<file path="src/rtl/hdc_io_pkg.sv">
package hdc_io_pkg;
    localparam int NUM_WIN = 5;
    localparam int WIN_W   = 3;

    localparam logic [WIN_W-1:0] W_PCMD = 3'd0;
    localparam logic [WIN_W-1:0] W_PCTL = 3'd1;
    localparam logic [WIN_W-1:0] W_SCMD = 3'd2;
    localparam logic [WIN_W-1:0] W_SCTL = 3'd3;
    localparam logic [WIN_W-1:0] W_BM   = 3'd4;

    function automatic logic size_legal(input logic [2:0] sz);
        return (sz == 3'd1) || (sz == 3'd2) || (sz == 3'd4);
    endfunction
endpackage

</file>
<file path="src/rtl/hdc_win_cmp.sv">
module hdc_win_cmp #(
    parameter int AW = 16
) (
    input  logic [AW-1:0] addr,
    input  logic [AW-1:0] base,
    input  logic [AW-1:0] size,
    output logic          hit,
    output logic [AW-1:0] offs
);
    always_comb begin
        offs = addr - base;
        hit  = (addr >= base) && (offs < size);
    end
endmodule

</file>
<file path="src/rtl/hdc_first_hit.sv">
module hdc_first_hit #(
    parameter int N  = 5,
    parameter int IW = (N > 1) ? $clog2(N) : 1
) (
    input  logic [N-1:0]  hits,
    output logic          found,
    output logic [IW-1:0] idx
);
    always_comb begin
        found = |hits;
        idx   = '0;
        for (int i = N - 1; i >= 0; i--) begin
            if (hits[i]) idx = IW'(i);
        end
    end
endmodule

</file>
<file path="src/rtl/hdc_io_decode.sv">
module hdc_io_decode
    import hdc_io_pkg::*;
#(
    parameter int AW       = 16,
    parameter int DW       = 32,
    parameter int IO_SHIFT = 0,
    parameter int CTRL_ADD = 0,
    parameter int BM_BLK   = 8,
    parameter int SEL_OFF  = 6,
    parameter int SEL_BIT  = 4
) (
    input  logic                  clk,
    input  logic                  rst_n,
    input  logic                  io_en,
    input  logic                  bm_en,
    input  logic [3:0]            drive_present,
    input  logic [NUM_WIN*AW-1:0] win_base,
    input  logic [NUM_WIN*AW-1:0] win_size,
    input  logic                  req_valid,
    input  logic                  req_write,
    input  logic [AW-1:0]         req_addr,
    input  logic [2:0]            req_size,
    input  logic [DW-1:0]         req_wdata,
    output logic                  rsp_valid,
    output logic                  rsp_zero,
    output logic                  err_miss,
    output logic                  err_size,
    output logic                  tgt_valid,
    output logic                  tgt_write,
    output logic [WIN_W-1:0]      tgt_win,
    output logic                  tgt_chan,
    output logic                  tgt_dev,
    output logic [AW-1:0]         tgt_offset,
    output logic [2:0]            tgt_size,
    output logic [DW-1:0]         tgt_wdata,
    output logic [1:0]            dev_sel
);
    localparam logic [AW-1:0] SEL_OFF_V  = AW'(SEL_OFF);
    localparam logic [AW-1:0] CTRL_ADD_V = AW'(CTRL_ADD);
    localparam logic [AW-1:0] BM_BLK_V   = AW'(BM_BLK);

    typedef struct packed {
        logic             rsp_valid;
        logic             rsp_zero;
        logic             err_miss;
        logic             err_size;
        logic             tgt_valid;
        logic             tgt_write;
        logic [WIN_W-1:0] win;
        logic             chan;
        logic             dev;
        logic [AW-1:0]    off;
        logic [2:0]       size;
        logic [DW-1:0]    wdata;
        logic [1:0]       dsel;
    } state_t;

    state_t state_d, state_q;

    logic [NUM_WIN-1:0] hits;
    logic [AW-1:0]      offs [NUM_WIN];
    logic               found;
    logic [WIN_W-1:0]   idx;

    for (genvar gi = 0; gi < NUM_WIN; gi++) begin : gen_win
        hdc_win_cmp #(.AW(AW)) u_cmp (
            .addr (req_addr),
            .base (win_base[gi*AW +: AW]),
            .size (win_size[gi*AW +: AW]),
            .hit  (hits[gi]),
            .offs (offs[gi])
        );
    end

    hdc_first_hit #(.N(NUM_WIN), .IW(WIN_W)) u_pick (
        .hits  (hits),
        .found (found),
        .idx   (idx)
    );

    logic [AW-1:0] raw_off;
    logic [AW-1:0] loc_off;
    logic          ch;
    logic          dv;
    logic          is_cmd;

    always_comb begin
        raw_off = offs[0];
        for (int i = 0; i < NUM_WIN; i++) begin
            if (idx == WIN_W'(i)) raw_off = offs[i];
        end
    end

    always_comb begin
        state_d           = state_q;
        state_d.rsp_valid = req_valid;
        state_d.rsp_zero  = 1'b0;
        state_d.err_miss  = 1'b0;
        state_d.err_size  = 1'b0;
        state_d.tgt_valid = 1'b0;
        state_d.tgt_write = req_write;
        state_d.win       = idx;
        state_d.chan      = 1'b0;
        state_d.dev       = 1'b0;
        state_d.off       = '0;
        state_d.size      = req_size;
        state_d.wdata     = req_wdata;
        ch                = (idx == W_SCMD) || (idx == W_SCTL);
        is_cmd            = (idx == W_PCMD) || (idx == W_SCMD);
        loc_off           = raw_off;
        dv                = 1'b0;

        if (idx == W_PCMD) loc_off = raw_off >> IO_SHIFT;
        else if (idx == W_PCTL) loc_off = raw_off + CTRL_ADD_V;

        if (req_valid && io_en) begin
            if (!size_legal(req_size)) begin
                state_d.err_size = 1'b1;
                state_d.rsp_zero = !req_write;
            end else if (!found) begin
                state_d.err_miss = 1'b1;
                state_d.rsp_zero = !req_write;
            end else if (idx == W_BM) begin
                if (!(req_write && !bm_en)) begin
                    state_d.tgt_valid = 1'b1;
                    if (raw_off < BM_BLK_V) begin
                        state_d.chan = 1'b0;
                        state_d.off  = raw_off;
                    end else begin
                        state_d.chan = 1'b1;
                        state_d.off  = raw_off - BM_BLK_V;
                    end
                end
            end else begin
                if (is_cmd && req_write && (loc_off == SEL_OFF_V)) begin
                    state_d.dsel[ch] = req_wdata[SEL_BIT];
                end
                dv           = state_d.dsel[ch];
                state_d.chan = ch;
                state_d.dev  = dv;
                state_d.off  = loc_off;
                if (drive_present[{ch, dv}]) begin
                    state_d.tgt_valid = 1'b1;
                end else begin
                    state_d.rsp_zero = !req_write;
                end
            end
        end
    end

    always_ff @(posedge clk or negedge rst_n) begin
        if (!rst_n) state_q <= '0;
        else        state_q <= state_d;
    end

    assign rsp_valid  = state_q.rsp_valid;
    assign rsp_zero   = state_q.rsp_zero;
    assign err_miss   = state_q.err_miss;
    assign err_size   = state_q.err_size;
    assign tgt_valid  = state_q.tgt_valid;
    assign tgt_write  = state_q.tgt_write;
    assign tgt_win    = state_q.win;
    assign tgt_chan   = state_q.chan;
    assign tgt_dev    = state_q.dev;
    assign tgt_offset = state_q.off;
    assign tgt_size   = state_q.size;
    assign tgt_wdata  = state_q.wdata;
    assign dev_sel    = state_q.dsel;
endmodule

</file>
<file path="config.mk">
export PLATFORM = sky130hd
export DESIGN_NAME = hdc_io_decode
export DESIGN_NICKNAME = d
export VERILOG_FILES = /design/src/rtl/hdc_io_pkg.sv /design/src/rtl/hdc_win_cmp.sv /design/src/rtl/hdc_first_hit.sv /design/src/rtl/hdc_io_decode.sv
export SDC_FILE = /design/constraint.sdc
export NUM_CORES = 1
export LEC_CHECK = 0
export BUFFER_PORTS_ARGS = -buffer_cell sky130_fd_sc_hd__buf_4
export CAP_MARGIN = 0
export CORE_UTILIZATION = 36
export CTS_CLUSTER_DIAMETER = 150
export DETAILED_ROUTE_END_ITERATION = 7
export SYNTH_ARGS = -nofsm -noshare
export SYNTH_HDL_FRONTEND = slang
export SYNTH_SLANG_ARGS = --single-unit
export TNS_END_PERCENT = 30
</file>
<file path="constraint.sdc">
create_clock -name clk -period 2.2 [get_ports clk]
set_clock_uncertainty 0.2 [all_clocks]
set_input_delay 0.33 -clock clk [delete_from_list [all_inputs] [get_ports clk]]
set_output_delay 0.33 -clock clk [all_outputs]
set_load 0.01 [all_outputs]
</file>
==> flow_summary.json <==
{
  "wl_um": 40600,
  "cts.clk_slew.worst_paths_ns": 0.05,
  "setup_viol": 26,
  "drive_gt1_frac": 0.462,
  "ir_worst_vdd_mv": 0.706,
  "timing.fmax_mhz": 179,
  "synth_edf_count": 0,
  "ys.flop_type": "dfrtp_1",
  "violations": "negative setup slack",
  "status": "complete, but fails checks",
  "setup_slack_ns": -3.38,
  "rsz0062_at_grt": "yes",
  "final-hold-violation-count": 0,
  "synth.largest_area_cell": "ha_1",
  "post-route-period-util": 2.54,
  "synth_area_leaders": "ha_1, dfrtp_1, inv_1, a21oi_1, nor2_1",
  "root_buffer": "clkbuf_16",
  "end_kind": "register",
  "critPathKind": "in -> reg",
  "syn2layout_area_growth_pct": 80.4,
  "htreeDepth": 3,
  "synth_common_cells": "inv_1, ha_1, a21oi_1, nor2_1, nand2_1",
  "cts_made_buffers": 9,
  "ys_types": 89,
  "final_nets": 2354,
  "yosys_warnings": 0,
  "slew_headroom": 0.642,
  "vias": 11900,
  "grt_overflow": 0,
  "async_reset_ff_frac": 1.00,
  "synthMostInstantiatedCell": "inv_1",
  "clock_sinks": 64,
  "synth_cells": 1221,
  "ys_seq_area_frac": 0.172,
  "wl_per_cell_um": 17.6,
  "hold_class": "in -> reg",
  "viasPerCell": 5.14,
  "portBuffers": 284,
  "grt_pass1_wl_um": 60900,
  "dp_cells": 2212,
  "start_kind": "input pin",
  "die_x_um": 163,
  "synth_nets": 1603,
  "power_density_nw_per_um2": 564,
  "drt-initial-drc-count": 827,
  "post-route-util": 0.664,
  "report.final.slew_viol_count": 0,
  "netlist.area_leader.share": 0.210,
  "die_y_um": 163,
  "core_um2": 25300,
  "stdcell_count": 2307,
  "grt_pass1_vias": 11700,
  "cp.required_ns": 2.23,
  "crit_arrival_ns": 5.61,
  "cts_tree": "built",
  "grt_max_degree": 33,
  "place.detailed.hpwl_um": 33700,
  "ys_seq_elements": 64,
  "start_util": 0.368,
  "p_leak_nw": 8.72,
  "grt_usage": 0.299,
  "io_pins": 285,
  "first_pass_iters": 5,
  "tightest_slew_ns": 0.532,
  "fp.dieArea_um2": 26500,
  "clock_latency_ns": 0.32,
  "drv_cap": 0,
  "syn_avg_cell_area_um2": 7.61,
  "cp_max_fo": 6,
  "cts_buffer_depth": 2,
  "detail-route-antenna-nets": 0,
  "antenna_found_initial": 0,
  "routabilityCongestion": 0.941,
  "period_minus_slack_ns": 5.58,
  "drc_errors": 0,
  "netlist_area_um2": 9300,
  "antenna_cells": 0,
  "std_cell_rows": 58
}
## worst paths after layout
check	from	end	slack, ns	depth (start not counted)
worst max-delay path	req_addr[1]	rsp_zero	-3.38	24
worst min-delay path	req_write	rsp_zero	0.04	2
worst max register to register	dev_sel[1]	rsp_zero	0.70	4
worst min register to register	dev_sel[0]	dev_sel[0]	0.35	2
max in group asynchronous	rst_n	tgt_wdata[27]	0.92	3
min in group asynchronous	rst_n	tgt_offset[5]	0.29	2
## metal layers
layer  track usage  share of wire  vias up
met5             0              0        -
met4         0.137          0.047        0
met3        0.0194          0.049       91
met2         0.522           0.47      428
met1         0.374           0.43     5447
li1              -              -     5884
## critical path: stages
cell and delay (ns):
buf_12 0.11, clkinvlp_4 0.18, fa_2 0.44, nand2b_4 0.16, a21oi_4 0.22, buf_6 0.13
buf_4 0.09, nand2_1 0.05, nand2_1 0.08, a21oi_2 0.07, xnor2_2 0.15, ha_1 0.32
nand4_1 0.11, or4_4 0.56, and4_4 0.19, and4_1 0.19, a31oi_1 0.23, o211ai_1 0.25
mux2i_4 0.21, o211a_2 0.25, nand2b_4 0.08, or4_4 0.54, a311o_1 0.40, a311oi_2 0.24
## final cells by class
| type | count | area [µm²] |
|---|---|---|
| clock buffer | 12 | 246 |
| clock inverter | 4 | 20.0 |
| fill | 2223 | 8490 |
| inverter | 188 | 724 |
| multi-input combinational | 942 | 7780 |
| sequential | 64 | 1600 |
| tap | 330 | 413 |
| timing repair buffer | 767 | 5990 |
## through the flow
stage | hold WS, ns | setup TNS [ns] | cell area [µm²] | setup slack (ns) | power [W]
2_1_floorplan | -0.166 | -66.81 | 9460 | -3.29 | 0.00407
3_3_place_gp | 0.0933 | -91.93 | 15000 | -4.10 | 0.00707
3_5_place_dp | 0.0960 | -91.72 | 15000 | -4.10 | 0.00713
4_1_cts | 0.0223 | -70.83 | 16200 | -3.28 | 0.00896
5_1_grt | 0.0321 | -78.59 | 16800 | -3.63 | 0.0101
6_report | 0.0358 | -72.61 | 16800 | -3.38 | 0.00945
## kinds of logic after synthesis
group,synth area share
AND/OR/NAND/NOR,0.184
XOR/XNOR,0.0603
adder cells (fa/ha/maj),0.221
multiplexers,0.00538
AO/OA/AOI/OAI,0.267
flip-flops,0.172
buffers and inverters,0.0899
## where the power goes
| part | switching [W] | leakage, nW | internal (W) |
|---|---|---|---|
| registers | 0.0000298 | 0.802 | 0.00126 |
| clock network | 0.000455 | 0.136 | 0.000783 |
| logic | 0.00334 | 7.78 | 0.00358 |
## cells in the final DEF, fill, tap and decap left out, drive strengths merged, types with 8 or more instances in the layout
master       Yosys  final
dlygate4sd3      0     38
nand2b          10     10
xnor2           39     39
o21ai           62     62
inv            188    187
and3            11     11
a211oi          23     23
nand4           25     25
o211ai          13     13
o22ai           13     13
nand2           76     76
a21o            21     21
clkbuf          11     12
ha             156    156
a21oi          118    118
nor2            95     95
nor2b           14     14
o21a            26     26
nand3           23     23
a31oi           10     10
dfrtp           64     64
o21bai           8      8
nor3            37     37
or3              9      9
xor2            25     25
and4            13     13
a21boi          10     10
buf             16    729
## timing repair
action | in CTS | in global routing
hold buffers | 38 | 0
cloned | 0 | 0
pin swaps | 67 | 56
setup buffers | 22 | 22
resized for setup | 113 | 82
hold endpoints to repair | 67 | 0
setup endpoints to repair | 26 | 26
## sequential cells by signal, indices dropped and copies added (netlist names), 2 cells and up
signal	count
tgt_win	3
tgt_offset	16
tgt_wdata	32
dev_sel	2
tgt_size	3
No activity file was read; power rests on OpenSTA's default activity.
